<file path="src/rtl/line_bus_pkg.sv">
package line_bus_pkg;

  typedef enum logic [1:0] {
    ERR_NONE   = 2'b00,
    ERR_HOLE   = 2'b01,
    ERR_ALIGN  = 2'b10,
    ERR_BOTHOP = 2'b11
  } err_code_e;

  typedef enum logic [1:0] {
    ST_IDLE  = 2'b00,
    ST_BUSY  = 2'b01,
    ST_FAULT = 2'b10
  } lb_state_e;

endpackage

</file>
<file path="src/rtl/line_bus_rst_sync.sv">
module line_bus_rst_sync (
  input  logic clk,
  input  logic rst_n,
  output logic rst_sync_n
);

  logic stage_q;

  always_ff @(posedge clk or negedge rst_n) begin
    if (!rst_n) begin
      stage_q    <= 1'b0;
      rst_sync_n <= 1'b0;
    end else begin
      stage_q    <= 1'b1;
      rst_sync_n <= stage_q;
    end
  end

endmodule

</file>
<file path="src/rtl/line_bus_match.sv">
module line_bus_match #(
  parameter int N_SLV = 4,
  parameter int AW    = 32,
  parameter int OFS   = 4,
  parameter logic [N_SLV-1:0][AW-1:0] BASE = '0,
  parameter logic [N_SLV-1:0][AW-1:0] MASK = '0
) (
  input  logic [AW-1:0]     addr,
  output logic              hit,
  output logic [N_SLV-1:0]  sel_oh,
  output logic [AW-OFS-1:0] line
);

  logic [N_SLV-1:0] hit_vec;
  logic [N_SLV:0]   taken;

  assign taken[0] = 1'b0;

  for (genvar i = 0; i < N_SLV; i++) begin : g_slot
    assign hit_vec[i]  = (addr & MASK[i]) == BASE[i];
    assign sel_oh[i]   = hit_vec[i] & ~taken[i];
    assign taken[i+1]  = taken[i] | hit_vec[i];
  end

  assign hit = taken[N_SLV];

  always_comb begin
    logic [AW-1:0] local_addr;
    local_addr = '0;
    for (int i = 0; i < N_SLV; i++) begin
      if (sel_oh[i]) local_addr = local_addr | ((addr & ~MASK[i]) >> OFS);
    end
    line = local_addr[AW-OFS-1:0];
  end

endmodule

</file>
<file path="src/rtl/line_bus_rmux.sv">
module line_bus_rmux #(
  parameter int N_SLV = 4,
  parameter int LW    = 128
) (
  input  logic [N_SLV-1:0]    sel,
  input  logic [N_SLV*LW-1:0] rdata_in,
  input  logic [N_SLV-1:0]    wait_in,
  output logic [LW-1:0]       rdata_out,
  output logic                wait_out
);

  always_comb begin
    rdata_out = '0;
    wait_out  = 1'b0;
    for (int i = 0; i < N_SLV; i++) begin
      rdata_out = rdata_out | ({LW{sel[i]}} & rdata_in[i*LW +: LW]);
      wait_out  = wait_out | (sel[i] & wait_in[i]);
    end
  end

endmodule

</file>
<file path="src/rtl/line_bus_ctrl.sv">
module line_bus_ctrl
  import line_bus_pkg::*;
#(
  parameter int N_SLV = 4,
  parameter int AW    = 32,
  parameter int LW    = 128,
  parameter int OFS   = 4,
  localparam int BEW  = LW / 8,
  localparam int LIW  = AW - OFS
) (
  input  logic             clk,
  input  logic             rst_sync_n,
  input  logic             req_rd,
  input  logic             req_wr,
  input  logic             misaligned,
  input  logic [LW-1:0]    req_wdata,
  input  logic [BEW-1:0]   req_be,
  input  logic             hit,
  input  logic [N_SLV-1:0] sel_oh,
  input  logic [LIW-1:0]   line_in,
  input  logic             sel_wait,
  output logic             busy,
  output logic [N_SLV-1:0] sel_q,
  output logic             rd_q,
  output logic             wr_q,
  output logic [LIW-1:0]   line_q,
  output logic [LW-1:0]    wdata_q,
  output logic [BEW-1:0]   be_q,
  output logic             err_q,
  output logic [1:0]       code_q
);

  lb_state_e        state_q, state_d;
  err_code_e        code_d;
  logic             cap_en;
  logic [N_SLV-1:0] sel_d;

  always_comb begin
    state_d = state_q;
    code_d  = ERR_NONE;
    cap_en  = 1'b0;
    sel_d   = sel_q;
    case (state_q)
      ST_IDLE: begin
        if (req_rd || req_wr) begin
          if (req_rd && req_wr) begin
            state_d = ST_FAULT;
            code_d  = ERR_BOTHOP;
          end else if (!hit) begin
            state_d = ST_FAULT;
            code_d  = ERR_HOLE;
          end else if (misaligned) begin
            state_d = ST_FAULT;
            code_d  = ERR_ALIGN;
          end else begin
            state_d = ST_BUSY;
            cap_en  = 1'b1;
            sel_d   = sel_oh;
          end
        end
      end
      ST_BUSY: begin
        if (!sel_wait) begin
          state_d = ST_IDLE;
          sel_d   = '0;
        end
      end
      default: state_d = ST_IDLE;
    endcase
  end

  always_ff @(posedge clk or negedge rst_sync_n) begin
    if (!rst_sync_n) begin
      state_q <= ST_IDLE;
      sel_q   <= '0;
      err_q   <= 1'b0;
      code_q  <= ERR_NONE;
    end else begin
      state_q <= state_d;
      sel_q   <= sel_d;
      err_q   <= (state_d == ST_FAULT);
      code_q  <= code_d;
    end
  end

  always_ff @(posedge clk or negedge rst_sync_n) begin
    if (!rst_sync_n) begin
      rd_q    <= 1'b0;
      wr_q    <= 1'b0;
      line_q  <= '0;
      wdata_q <= '0;
      be_q    <= '0;
    end else if (cap_en) begin
      rd_q    <= req_rd;
      wr_q    <= req_wr;
      line_q  <= line_in;
      wdata_q <= req_wdata;
      be_q    <= req_be;
    end
  end

  assign busy = (state_q == ST_BUSY);

endmodule

</file>
<file path="src/rtl/line_bus_decoder.sv">
module line_bus_decoder #(
  parameter int N_SLV = 4,
  parameter int AW    = 32,
  parameter int LW    = 128,
  parameter logic [N_SLV-1:0][AW-1:0] BASE =
    {32'h8000_0000, 32'h0001_0000, 32'h0001_0000, 32'h0000_0000},
  parameter logic [N_SLV-1:0][AW-1:0] MASK =
    {32'hC000_0000, 32'hFFFF_0000, 32'hFFFF_F000, 32'hFFFF_0000},
  localparam int BEW = LW / 8,
  localparam int OFS = $clog2(BEW),
  localparam int LIW = AW - OFS
) (
  input  logic                clk,
  input  logic                rst_n,
  input  logic [AW-1:0]       m_addr,
  input  logic                m_read,
  input  logic                m_write,
  input  logic [LW-1:0]       m_wdata,
  input  logic [BEW-1:0]      m_be,
  output logic [LW-1:0]       m_rdata,
  output logic                m_waitreq,
  output logic                m_err,
  output logic [1:0]          m_err_code,
  output logic                m_irq,
  input  logic                root_irq,
  output logic [N_SLV-1:0]    s_sel,
  output logic [N_SLV-1:0]    s_read,
  output logic [N_SLV-1:0]    s_write,
  output logic [LIW-1:0]      s_line,
  output logic [LW-1:0]       s_wdata,
  output logic [BEW-1:0]      s_be,
  output logic                s_abort,
  input  logic [N_SLV*LW-1:0] s_rdata,
  input  logic [N_SLV-1:0]    s_waitreq
);

  logic             rst_sync_n;
  logic             hit;
  logic [N_SLV-1:0] sel_oh;
  logic [LIW-1:0]   line_c;
  logic             sel_wait;
  logic             busy;
  logic [N_SLV-1:0] sel_q;
  logic             rd_q, wr_q;
  logic             err_q;
  logic [1:0]       code_q;
  logic             irq_q;

  line_bus_rst_sync i_rst_sync (
    .clk        (clk),
    .rst_n      (rst_n),
    .rst_sync_n (rst_sync_n)
  );

  line_bus_match #(
    .N_SLV (N_SLV), .AW (AW), .OFS (OFS), .BASE (BASE), .MASK (MASK)
  ) i_match (
    .addr   (m_addr),
    .hit    (hit),
    .sel_oh (sel_oh),
    .line   (line_c)
  );

  line_bus_ctrl #(
    .N_SLV (N_SLV), .AW (AW), .LW (LW), .OFS (OFS)
  ) i_ctrl (
    .clk        (clk),
    .rst_sync_n (rst_sync_n),
    .req_rd     (m_read),
    .req_wr     (m_write),
    .misaligned (|m_addr[OFS-1:0]),
    .req_wdata  (m_wdata),
    .req_be     (m_be),
    .hit        (hit),
    .sel_oh     (sel_oh),
    .line_in    (line_c),
    .sel_wait   (sel_wait),
    .busy       (busy),
    .sel_q      (sel_q),
    .rd_q       (rd_q),
    .wr_q       (wr_q),
    .line_q     (s_line),
    .wdata_q    (s_wdata),
    .be_q       (s_be),
    .err_q      (err_q),
    .code_q     (code_q)
  );

  line_bus_rmux #(
    .N_SLV (N_SLV), .LW (LW)
  ) i_rmux (
    .sel       (sel_q),
    .rdata_in  (s_rdata),
    .wait_in   (s_waitreq),
    .rdata_out (m_rdata),
    .wait_out  (sel_wait)
  );

  always_ff @(posedge clk or negedge rst_sync_n) begin
    if (!rst_sync_n) irq_q <= 1'b0;
    else             irq_q <= root_irq;
  end

  assign m_irq      = irq_q;
  assign s_sel      = sel_q;
  assign s_read     = {N_SLV{rd_q}} & sel_q;
  assign s_write    = {N_SLV{wr_q}} & sel_q;
  assign s_abort    = err_q;
  assign m_err      = err_q;
  assign m_err_code = code_q;
  assign m_waitreq  = err_q ? 1'b0 : (busy ? sel_wait : 1'b1);

endmodule

</file>
<file path="config.mk">
export PLATFORM = sky130hd
export DESIGN_NAME = line_bus_decoder
export DESIGN_NICKNAME = d
export VERILOG_FILES = /design/src/rtl/line_bus_pkg.sv /design/src/rtl/line_bus_rst_sync.sv /design/src/rtl/line_bus_match.sv /design/src/rtl/line_bus_rmux.sv /design/src/rtl/line_bus_ctrl.sv /design/src/rtl/line_bus_decoder.sv
export SDC_FILE = /design/constraint.sdc
export NUM_CORES = 1
export LEC_CHECK = 0
export ABC_AREA = 1
export BUFFER_PORTS_ARGS = -buffer_cell sky130_fd_sc_hd__buf_2
export CAP_MARGIN = 20
export CORE_AREA = 5 5 397 399
export DETAILED_ROUTE_END_ITERATION = 12
export DIE_AREA = 0 0 402 404
export PLACE_DENSITY = 0.3
export SLEW_MARGIN = 20
export SYNTH_ARGS = -nofsm -noshare
export SYNTH_HDL_FRONTEND = slang
export SYNTH_SLANG_ARGS = --single-unit
</file>
<file path="constraint.sdc">
create_clock -name clk -period 7.7 [get_ports clk]
set_input_delay 1.54 -clock clk [delete_from_list [all_inputs] [get_ports clk]]
set_output_delay 1.54 -clock clk [all_outputs]
set_load 0.05 [all_outputs]
</file>
==> metrics.md, run 1 <==
| Metric | Value |
|---|---|
| Status | `finished clean` |
| Initial DRC count | `1030` |
| Global placement routability congestion | `about 0.95` |
| Compound-cell area share of the yosys netlist | `about 1.8%` |
| FF-to-FF End | `i_ctrl.line_q[13]` |
| Crit-path leading delay family | `buffers and inverters` |
| Initial antenna violation count | `approximately 150` |
| Synthesis Warnings | `0` |
| FILL cells | `18290` |
| Mux share of post-synthesis cell area | `0%` |
| First-pass GRT wire length | `146100 um` |
| PnR worst setup slack | `roughly 3.1 ns` |
| Worst setup SP type | `flip-flop` |
| Net switching power | `~1.3 mW` |
| Sum Neg Setup Slack | `0 ns` |
| Hold buffer count at cts | `0` |
| Synth Area in Simple Gates | `47.52%` |
| Period minus WS final | `4.569 ns` |
| P&R area growth vs syn | `79.08%` |
| Die Area | `162400 um2` |
| H-tree levels | `4` |
| Crit path arrival time | `3.03 ns` |
| Cells after Synth | `around 1500` |
| Mean Syn Cell Area | `approximately 6.6 um2` |
| Starting Density | `6.628%` |
| Combinational power share | `31.9%` |
| RSZ-0062 raised after global routing | `false` |
| Count of clock tree sinks | `184` |
| Layout cells sized above 1 | `between 40% and 50%` |
| Max-Cap Viols | `0` |
| Drt total wl | `115200 um` |
| Avg WL per Cell | `25.20 um` |
| Grt ovf | `0` |
| Largest family of logic cells by synthesized area | `simple AND/OR/NAND/NOR gates` |
| Post-Synth Adder-Cell Area | `0%` |
| Later-pin clock latency in the skew report | `0.53 ns` |
| Crit path max fanout | `55` |
| Post-cts resize count | `0` |
| Fmax | `218.9 MHz` |
| Hold Path Class | `reg2async` |
| End-of-flow core utilization | `a little under an eighth` |
| DR pass1 iterations | `4` |
| Fin crit share | `about three fifths` |
| CP Class | `reg2out` |
| Critical Path Slowest Stage Cell | `dfrtp_4` |
| Final hold vios | `0` |
| Crit end category | `output pin` |
| Crit path buf inv count | `2` |
| Most common cell after layout, fill and taps aside | `nand2_1` |
| Leak | `9.838 nW` |
| Drc violations | `0` |
| Worst vdd ir | `between 0.0002 and 0.00025 V` |
| CP Data Required Time | `6.16 ns` |
| Setup crit end | `m_rdata[6]` |
| Clk pwr share | `32.0%` |
| Synth unique cells | `18` |
| Sequential area share after synthesis | `45.25%` |
| Die width | `402 um` |
| Vias post-DR | `between 10000 and 15000` |
| Power Density | `171.8 nW/um2` |
| Reg area | `4623 um2` |
| Max Root-Sink Buffers | `2` |
| Final setup vio count | `0` |
| Vias/cell | `approximately 3.2` |
| I/O Pins | `between 1000 and 1500` |
| Max Slew Vio Count | `0` |
| CTS tree | `yes` |
| Core area | `153500 um2` |
| Max-Slew Margin vs Limit | `33.73%` |
| DP Worst Slack | `2.741 ns` |
| Synth Area in XOR/XNOR | `0%` |
| Netlist Area Pre-Place | `10170 um2` |
| GRT Overall Usage | `a little over an eighth` |
| Inserted Clock Buffers | `17` |
| Reg2reg setup slack | `4.36 ns` |
| Post-detailed-route count of antenna-violating nets | `0` |
| Vias in the first global route | `between 10000 and 15000` |
| Sw frac | `42.41%` |
| Worst-margin pin slew | `around 0.99 ns` |
| Root buf cell | `clkbuf_16` |
| FF-to-FF Start | `i_ctrl.state_q[1]` |
| Rows | `144` |
| Most frequent cells in the layout | `1030 x nand2_1, 1012 x buf_2, 179 x dfrtp_1` |
| Worst path cell trace | `buf_4 > nand2_1 > nand4_1 > buf_2` |
| Max stage delay on crit path | `between 0.8 and 0.9 ns` |
| Area of the multi-input gates | `5026 um2` |
| R2R cell count | `7` |
| Largest net degree at the start of global routing | `131` |
| Internal power | `1.803 mW` |
| Crit path depth | `4` |
| Die Ht | `404 um` |
| Flop pwr share | `36.1%` |
| Skew final | `0.03413 ns` |
| Clk slew on worst S/H paths | `0.09 ns` |
| FF+latch count, synth | `~180` |
| Post-CTS Setup Inserts | `0` |
| Nets | `3174` |
| Critical path launch point | `i_ctrl.sel_q[2]` |
| PortBufs | `1012` |
| Hpwl dp | `between 90000 and 100000 um` |
[layout make-up]
cell class | count | share of cell area, %
Antenna cell | 36 | 0.4944
Clock buffer | 17 | 2.335
Clock inverter | 15 | 1.085
Inverter | 19 | 0.4051
Multi-Input combinational cell | 1228 | 27.58
Sequential cell | 184 | 25.37
Tap cell | 2044 | 14.04
Timing Repair Buffer | 1027 | 28.69
[power groups by stage]
stage / clock (mW) / sequential (mW) / combinational (mW)
after detailed placement: 0 / 1.15 / 1.02
after global routing: 1.10 / 1.14 / 1.07
after CTS: 1.07 / 1.13 / 1.02
final: 1.00 / 1.13 / 0.999
after global placement: 0 / 1.15 / 1.02
after floorplan: 0 / 1.49 / 0.221
[stage by stage]
step	total power [mW]	instances	cell area, um2	hold WS [ns]
finish	3.131	4570	18220	0.3182
global route	3.306	4548	18170	0.3674
floorplan	1.709	1534	10180	0.3312
detailed placement	2.168	4502	17510	0.3381
CTS	3.227	4534	18130	0.3371
global placement	2.169	4502	17510	0.3338
[cell families (layout without fill, tap and decap cells)]
kind of cell,Yosys count,count (layout)
compound gates,34,34
buf+inv,122,1078
flops,184,184
other cells,2,39
simple gates,1191,1191
[worst reg2reg max path: cells and delay by family (launching register included)]
family	cells	cell delay, ns
AND/OR/NAND/NOR	2	0.87
AO/OA/AOI/OAI	2	0.98
flip-flops	1	0.40
buffers and inverters	3	1.00
[sequential cells by signal (all words and copies together), names as in the netlist]
signal / cells
i_ctrl.wdata_q: 128
i_ctrl.line_q: 26
i_ctrl.be_q: 16
i_ctrl.sel_q: 4
i_ctrl.code_q: 2
i_ctrl.state_q: 2
i_ctrl.err_q: 1
i_ctrl.rd_q: 1
i_ctrl.wr_q: 1
i_rst_sync.rst_sync_n: 1
i_rst_sync.stage_q: 1
m_irq: 1
[synth_stat cells]
cell type / number / share of area [%]
nor4_2: 1 / 0.12
nand4_4: 1 / 0.21
buf_4: 18 / 1.3
inv_1: 18 / 0.66
nand3_2: 1 / 0.098
nand3_1: 7 / 0.34
nand2_1: 1030 / 38
a22o_1: 2 / 0.17
nand4_1: 129 / 7.9
a21oi_1: 3 / 0.15
dfrtp_1: 184 / 45
inv_2: 1 / 0.037
buf_2: 18 / 0.89
nor2_1: 22 / 0.81
clkbuf_1: 67 / 2.5
o21ai_0: 28 / 1.4
o31ai_1: 1 / 0.074
conb_1: 2 / 0.074
[metal layers]
metal  routed length [um]  global-route usage [%]  share of wire (%)
met1                41190                   14.29                 36
met2                58500                   24.61                 51
met3                11990                   6.031                 10
met4                 3089                   3.379                2.7
met5                  406                       0               0.35
[worst min-delay path by stage]
stage	start	end	slack [ns]	cells after the start
after global placement	i_rst_sync.stage_q	i_rst_sync.rst_sync_n	0.33	0
final	i_rst_sync.rst_sync_n	i_ctrl.line_q[24]	0.32	0
after detailed placement	i_rst_sync.rst_sync_n	i_ctrl.line_q[13]	0.34	0
after floorplan	i_rst_sync.stage_q	i_rst_sync.rst_sync_n	0.33	0
after CTS	i_rst_sync.rst_sync_n	i_ctrl.line_q[24]	0.34	0
after global routing	i_rst_sync.rst_sync_n	i_ctrl.line_q[24]	0.37	0
No activity file was read; power rests on OpenSTA's default activity.
==> inputs of run 2 (changes only) <==
Settings changed: PLACE_DENSITY 0.3 to 0.31.
Clock period 7.7 ns to 3.65 ns, I/O delays scaled along.
==> run 2 against run 1 <==
  * Utilization increased by 0.24 points
  * First-iteration DRC count shrank 5.7%
  * Clock-buffer cell count unchanged
  * Critical path depth rose by 1
  * Non-clock buffer count rose by 29
  * Clock skew rose by 0.0011 ns
  * Die area stayed put
  * Critical path type unchanged
==> metrics.md, run 2 (synthesis gave the netlist of run 1 again) <==
| Metric | Value |
|---|---|
| Max Slew Vio Count | `0 (unchanged)` |
| Leak | `10.02 nW (+1.8%)` |
| Largest Register | `i_ctrl.wdata_q` |
| Grt ovf | `0 (unchanged)` |
| First-pass GRT wire length | `146900 um (+0.57%)` |
| Global placement routability congestion | `0.9181 (-3.0%)` |
| Worst vdd ir | `0.0002527 V (+26%)` |
| I/O Pins | `1015 (unchanged)` |
| Vias/cell | `3.236 (+0.50%)` |
| Max-Cap Viols | `0 (unchanged)` |
| Clk slew on worst S/H paths | `0.09 ns (about the same)` |
| Initial antenna violation count | `159 (+5.3%)` |
| Met3 WL | `9925 um (-17%)` |
| Die Area | `162400 um2 (unchanged)` |
| Core area | `153500 um2 (unchanged)` |
| Placed Area | `17860 um2 (+2.0%)` |
| Most common cell after layout, fill and taps aside | `nand2_1` |
| Power Density | `352.1 nW/um2 (+100%)` |
| Most frequent cells in the layout | `1030 x nand2_1, 1012 x buf_2, 179 x dfrtp_1` |
| PnR worst setup slack | `0.5295 ns (-2.602 ns)` |
| GRT Overall Usage | `13.52% (-0.028 points)` |
| Fmax | `320.5 MHz` |
| Top flop regs | `i_ctrl.wdata_q x128, i_ctrl.line_q x26, i_ctrl.be_q x16` |
| Max reg flops | `128 (unchanged)` |
| Sum Neg Setup Slack | `0 ns (unchanged)` |
| Final setup vio count | `0 (unchanged)` |
| Count of clock tree sinks | `184 (unchanged)` |
| Crit end category | `output pin` |
| Crit-path most repeated cell | `buf_12` |
| Rows | `144 (unchanged)` |
| Worst path cell trace | `buf_12 > buf_12 > nand2_1 > nand4_1 > buf_2` |
| Max-Slew Margin vs Limit | `54.51% (+21 points)` |
| Max stage delay on crit path | `0.71 ns (-0.17 ns)` |
| Layout cells sized above 1 | `43.51% (+0.62 points)` |
| Met2 WL | `57850 um (-1.1%)` |
| Crit path max fanout | `31 (-44%)` |
| Post-detailed-route count of antenna-violating nets | `0 (unchanged)` |
| DR top layer | `met5` |
| RSZ-0062 raised after global routing | `false` |
| H-tree levels | `4 (unchanged)` |
| Design Area, Final | `18590 um2 (+2.0%)` |
| Hold Path Class | `reg2async` |
| Largest net degree at the start of global routing | `119 (-9.2%)` |
| DR pass1 iterations | `5 (+1)` |
| R2R cell count | `8 (+1)` |
| CP Data Required Time | `2.92 ns (-3.24 ns)` |
| Root buf cell | `clkbuf_16` |
| Drc violations | `0 (unchanged)` |
| Die width | `402 um (unchanged)` |
| Final hold vios | `0 (unchanged)` |
| Crit path arrival time | `2.39 ns (-0.64 ns)` |
| Reg2reg setup slack | `1.46 ns (-2.90 ns)` |
| Skew final | `0.03519 ns (+0.001062 ns)` |
| Die Ht | `404 um (unchanged)` |
| Hpwl dp | `101700 um (+1.9%)` |
| Drt total wl | `115200 um (about the same)` |
| Worst setup SP type | `flip-flop` |
| Avg WL per Cell | `24.98 um (-0.88%)` |
| Initial DRC count | `971 (-5.7%)` |
| Fin crit share | `85.49%` |
| Worst-margin pin slew | `0.6823 ns (-0.3117 ns)` |
| Met1 WL | `43180 um (+4.8%)` |
| Period minus WS final | `3.121 ns` |
| PortBufs | `1012 (unchanged)` |
| Post-CTS Setup Inserts | `0 (unchanged)` |
| Max Root-Sink Buffers | `2 (unchanged)` |
| Status | `finished clean` |
| End-of-flow core utilization | `12.11% (+0.24 points)` |
| CTS tree | `yes` |
| CP Class | `reg2out` |
| DP Worst Slack | `0.7654 ns (-1.975 ns)` |
| Later-pin clock latency in the skew report | `0.53 ns (about the same)` |
| FF-to-FF End | `i_ctrl.wdata_q[20]` |
| Vias post-DR | `14920 (+1.4%)` |
| Fin Hold WS | `0.3106 ns (-0.007565 ns)` |
| P&R area growth vs syn | `82.70%` |
| Starting Density | `6.628% (unchanged)` |
| Inserted Clock Buffers | `17 (unchanged)` |
| Post-cts resize count | `0 (unchanged)` |
| Vias in the first global route | `15300 (+3.5%)` |
| Nets | `3203 (+0.91%)` |
| FF-to-FF Start | `i_ctrl.state_q[1]` |
| Critical Path Slowest Stage Cell | `dfrtp_4` |
==> run 2: cell types whose count changed in the layout (fill, tap and decap cells not counted), moves of 2 or more <==
| cell | before | now |
|---|---|---|
| buf_12 | 4 | 15 |
| diode_2 | 36 | 47 |
| buf_4 | 11 | 28 |
| clkinv_4 | 1 | 3 |
==> run 2: timing repair <==
item | CTS | global route
endpoints found under the hold margin | 2 | 0
setup endpoints to repair | 0 | 0
hold buffers | 1 | 0
==> run 2: critical path, delay by kind of cell (launching register included) <==
kind | cells | cell delay [ns]
buffers and inverters | 3 | 0.81
and+or+nand+nor | 2 | 0.29
DFF | 1 | 0.71
==> run 2: how the worst max path moves through the flow <==
| stage | slack [ns] | startpoint | endpoint | cells after the start |
|---|---|---|---|---|
| after floorplan | 0.61 | i_rst_sync.rst_sync_n | i_ctrl.be_q[0] | 0 |
| after global placement | 0.75 | m_addr[27] | i_ctrl.wdata_q[25] | 11 |
| after detailed placement | 0.77 | m_addr[27] | i_ctrl.wdata_q[20] | 11 |
| after CTS | 0.44 | i_ctrl.sel_q[0] | m_rdata[48] | 5 |
| after global routing | 0.46 | i_ctrl.sel_q[1] | m_waitreq | 5 |
| final | 0.53 | i_ctrl.sel_q[3] | m_rdata[93] | 5 |
==> run 2: power breakdown <==
group	internal [mW]	switching, mW	total (mW)
Sequential	2.24	0.140	2.38
Clock	0.926	1.11	2.04
Combinational	0.574	1.55	2.12
==> run 2: final cells by class <==
| cell class | count | area, um2 |
|---|---|---|
| tap | 2044 | 2557 |
| antenna | 47 | 117.6 |
| clock inverter | 15 | 177.7 |
| inverter | 19 | 76.32 |
| fill | 18280 | 134900 |
| clock buffer | 17 | 425.4 |
| sequential | 184 | 4623 |
| timing repair buffer | 1056 | 5585 |
| multi-input combinational | 1228 | 5026 |
==> run 2: routing by layer <==
metal	track usage [%]	up-vias
li1	-	6832
met1	14.77	6969
met2	23.83	838
met3	4.941	244
met4	5.269	34
met5	0	-
==> run 2: stage by stage <==
step	power, mW	cells
2_1_floorplan	3.606	1534
3_3_place_gp	4.584	4530
3_5_place_dp	4.580	4530
4_1_cts	6.733	4563
5_1_grt	6.890	4587
6_report	6.545	4610
==> inputs of run 3 (changes only) <==
Settings changed: CORE_AREA 5 5 397 399 to 5 5 387 389, DIE_AREA 0 0 402 404 to 0 0 392 394.
Clock period 3.65 ns to 3.7 ns, I/O delays scaled along.
==> run 3 against run 2 <==
  * Non-clock buffer count grew 1
  * Clock power fell by 5%
  * Clock-buffer cell count grew 2
  * Worst setup slack improved by 0.034 ns
==> metrics.md, run 3 (synthesis gave the netlist of run 1 again) <==
| Metric | Value |
|---|---|
| Status | `finished clean` |
| Count of clock tree sinks | `184 (unchanged)` |
| Vias post-DR | `14600 (-2.1%)` |
| Vias in the first global route | `15150 (-0.97%)` |
| Later-pin clock latency in the skew report | `0.52 ns (about the same)` |
| Hold Path Class | `reg2async` |
| FILL cells | `17380 (-4.9%)` |
| Final setup vio count | `0 (unchanged)` |
| Crit end category | `output pin` |
| Root buf cell | `clkbuf_16` |
| Power Density | `347.3 nW/um2 (-1.4%)` |
| Core area | `146400 um2 (-4.6%)` |
| Clk slew on worst S/H paths | `0.08 ns (about the same)` |
| Max-Slew Margin vs Limit | `44.44% (-10 points)` |
| Die width | `392 um (-2.5%)` |
| Drc violations | `0 (unchanged)` |
| Inserted Clock Buffers | `17 (unchanged)` |
| Worst-margin pin slew | `0.8264 ns (+0.1442 ns)` |
| Fin crit share | `between 80 and 90%` |
| GRT Overall Usage | `13.59% (+0.070 points)` |
| Worst path cell trace | `buf_12 > buf_4 > nand2_1 > nand4_1 > buf_2` |
| Avg WL per Cell | `24.47 um (-2.0%)` |
| Crit-path leading delay family | `buffers and inverters` |
| Drt total wl | `109600 um (-4.8%)` |
| RSZ-0062 raised after global routing | `false` |
| First-pass GRT wire length | `140900 um (-4.1%)` |
| Grt ovf | `0 (unchanged)` |
| Worst vdd ir | `0.0004641 V (+84%)` |
| Initial antenna violation count | `106 (-33%)` |
| Skew final | `0.03817 ns (+0.002970 ns)` |
| Leak | `10.01 nW (-0.12%)` |
| Post-CTS Setup Inserts | `0 (unchanged)` |
| Max-Cap Viols | `0 (unchanged)` |
| Sum Neg Setup Slack | `0 ns (unchanged)` |
| Max reg flops | `128 (unchanged)` |
| Largest net degree at the start of global routing | `70 (-41%)` |
| Rows | `141 (-2.1%)` |
| Hpwl dp | `95670 um (-5.9%)` |
| Initial DRC count | `905 (-6.8%)` |
| Crit path buf inv count | `3 (unchanged)` |
| Final hold vios | `0 (unchanged)` |
| Power Total | `6.388 mW (-2.4%)` |
| Hold buffer count at cts | `1 (unchanged)` |
| Starting Density | `6.949% (+0.32 points)` |
| Post-detailed-route count of antenna-violating nets | `0 (unchanged)` |
| Max stage delay on crit path | `0.60 ns (-0.11 ns)` |
| Largest Register | `i_ctrl.wdata_q` |
| Max Root-Sink Buffers | `2 (unchanged)` |
| Post-cts resize count | `0 (unchanged)` |
| Most common cell after layout, fill and taps aside | `nand2_1` |
| PortBufs | `1012 (unchanged)` |
| P&R area growth vs syn | `80.78%` |
| Global placement routability congestion | `0.9045 (-1.5%)` |
| Reg2reg setup slack | `1.52 ns (+0.06 ns)` |
| DR pass1 iterations | `5 (unchanged)` |
| Crit path arrival time | `2.40 ns (about the same)` |
| Crit path max fanout | `35 (+13%)` |
| H-tree levels | `4 (unchanged)` |
| Most frequent cells in the layout | `1030 x nand2_1, 1012 x buf_2, 179 x dfrtp_1` |
| Nets | `3204 (+0.031%)` |
| Critical Path Slowest Stage Cell | `dfrtp_4` |
| Die Area | `154400 um2 (-4.9%)` |
| I/O Pins | `1015 (unchanged)` |
| CTS tree | `yes` |
| Max Slew Vio Count | `0 (unchanged)` |
| Die Ht | `394 um (-2.5%)` |
| CP Data Required Time | `2.96 ns (+0.04 ns)` |
| Top flop regs | `i_ctrl.wdata_q x128, i_ctrl.line_q x26, i_ctrl.be_q x16` |
| CP Class | `reg2out` |
| Fmax | `318.8 MHz` |
| Layout cells sized above 1 | `43.53% (about the same)` |
| Vias/cell | `3.259 (+0.73%)` |
| Worst setup SP type | `flip-flop` |
| Period minus WS final | `3.137 ns` |
## run 3: cell count changes in the layout (fill, tap and decap cells not counted)
cell / change
diode_2: -18
clkinv_8: -4
clkinvlp_4: +3
clkbuf_8: +2
buf_12: +1
clkinv_2: -1
clkinv_4: -1
inv_12: -1
inv_4: +1
inv_8: +1
## run 3: area by class of cell
type | instances | area (um2) | share of cell area (%)
Antenna cell | 29 | 72.57 | 0.3945
Clock buffer | 19 | 452.9 | 2.462
Clock inverter | 13 | 125.1 | 0.6802
Inverter | 19 | 73.82 | 0.4013
Multi-Input combinational cell | 1228 | 5026 | 27.32
Sequential cell | 184 | 4623 | 25.13
Tap cell | 1930 | 2415 | 13.13
Timing Repair Buffer | 1057 | 5605 | 30.47
## run 3: through the flow
| step | instance area, um2 | hold slack, ns | setup slack [ns] | utilization, % | instances |
|---|---|---|---|---|---|
| 2_1_floorplan | 10180 | 0.3311 | 0.6633 | - | 1534 |
| 3_3_place_gp | 17730 | 0.3339 | 0.8013 | 12.11 | 4417 |
| 3_5_place_dp | 17730 | 0.3379 | 0.8127 | 12.11 | 4417 |
| 4_1_cts | 18320 | 0.2688 | 0.4456 | 12.51 | 4450 |
| 5_1_grt | 18360 | 0.2950 | 0.4121 | 12.54 | 4464 |
| 6_report | 18390 | 0.3461 | 0.5630 | 12.56 | 4479 |
## run 3: path summary, 6_finish.rpt
| check | endpoint | start | cells after the start |
|---|---|---|---|
| max | m_rdata[88] | i_ctrl.sel_q[1] | 5 |
| max in group asynchronous | i_ctrl.wdata_q[26] | i_rst_sync.rst_sync_n | 2 |
| max reg2reg | i_ctrl.wdata_q[4] | i_ctrl.state_q[1] | 8 |
| min | i_ctrl.wdata_q[69] | i_rst_sync.rst_sync_n | 0 |
| min in group clk | m_irq | root_irq | 1 |
| min reg2reg | i_ctrl.wdata_q[69] | i_rst_sync.rst_sync_n | 0 |
## run 3: where the power goes
group	switching, mW	internal, mW	total, mW
Clock	1.01	0.924	1.93
Sequential	0.147	2.21	2.36
Combinational	1.52	0.570	2.09
Total	2.68	3.71	6.39
## run 3: layer usage
layer / GRT usage [%] / up-vias / routed length [um]
met2: 24.15 / 773 / 54740
met4: 4.209 / 44 / 3081
met1: 14.77 / 6808 / 40140
met3: 5.396 / 169 / 11370
li1: - / 6805 / -
met5: 0 / - / 280
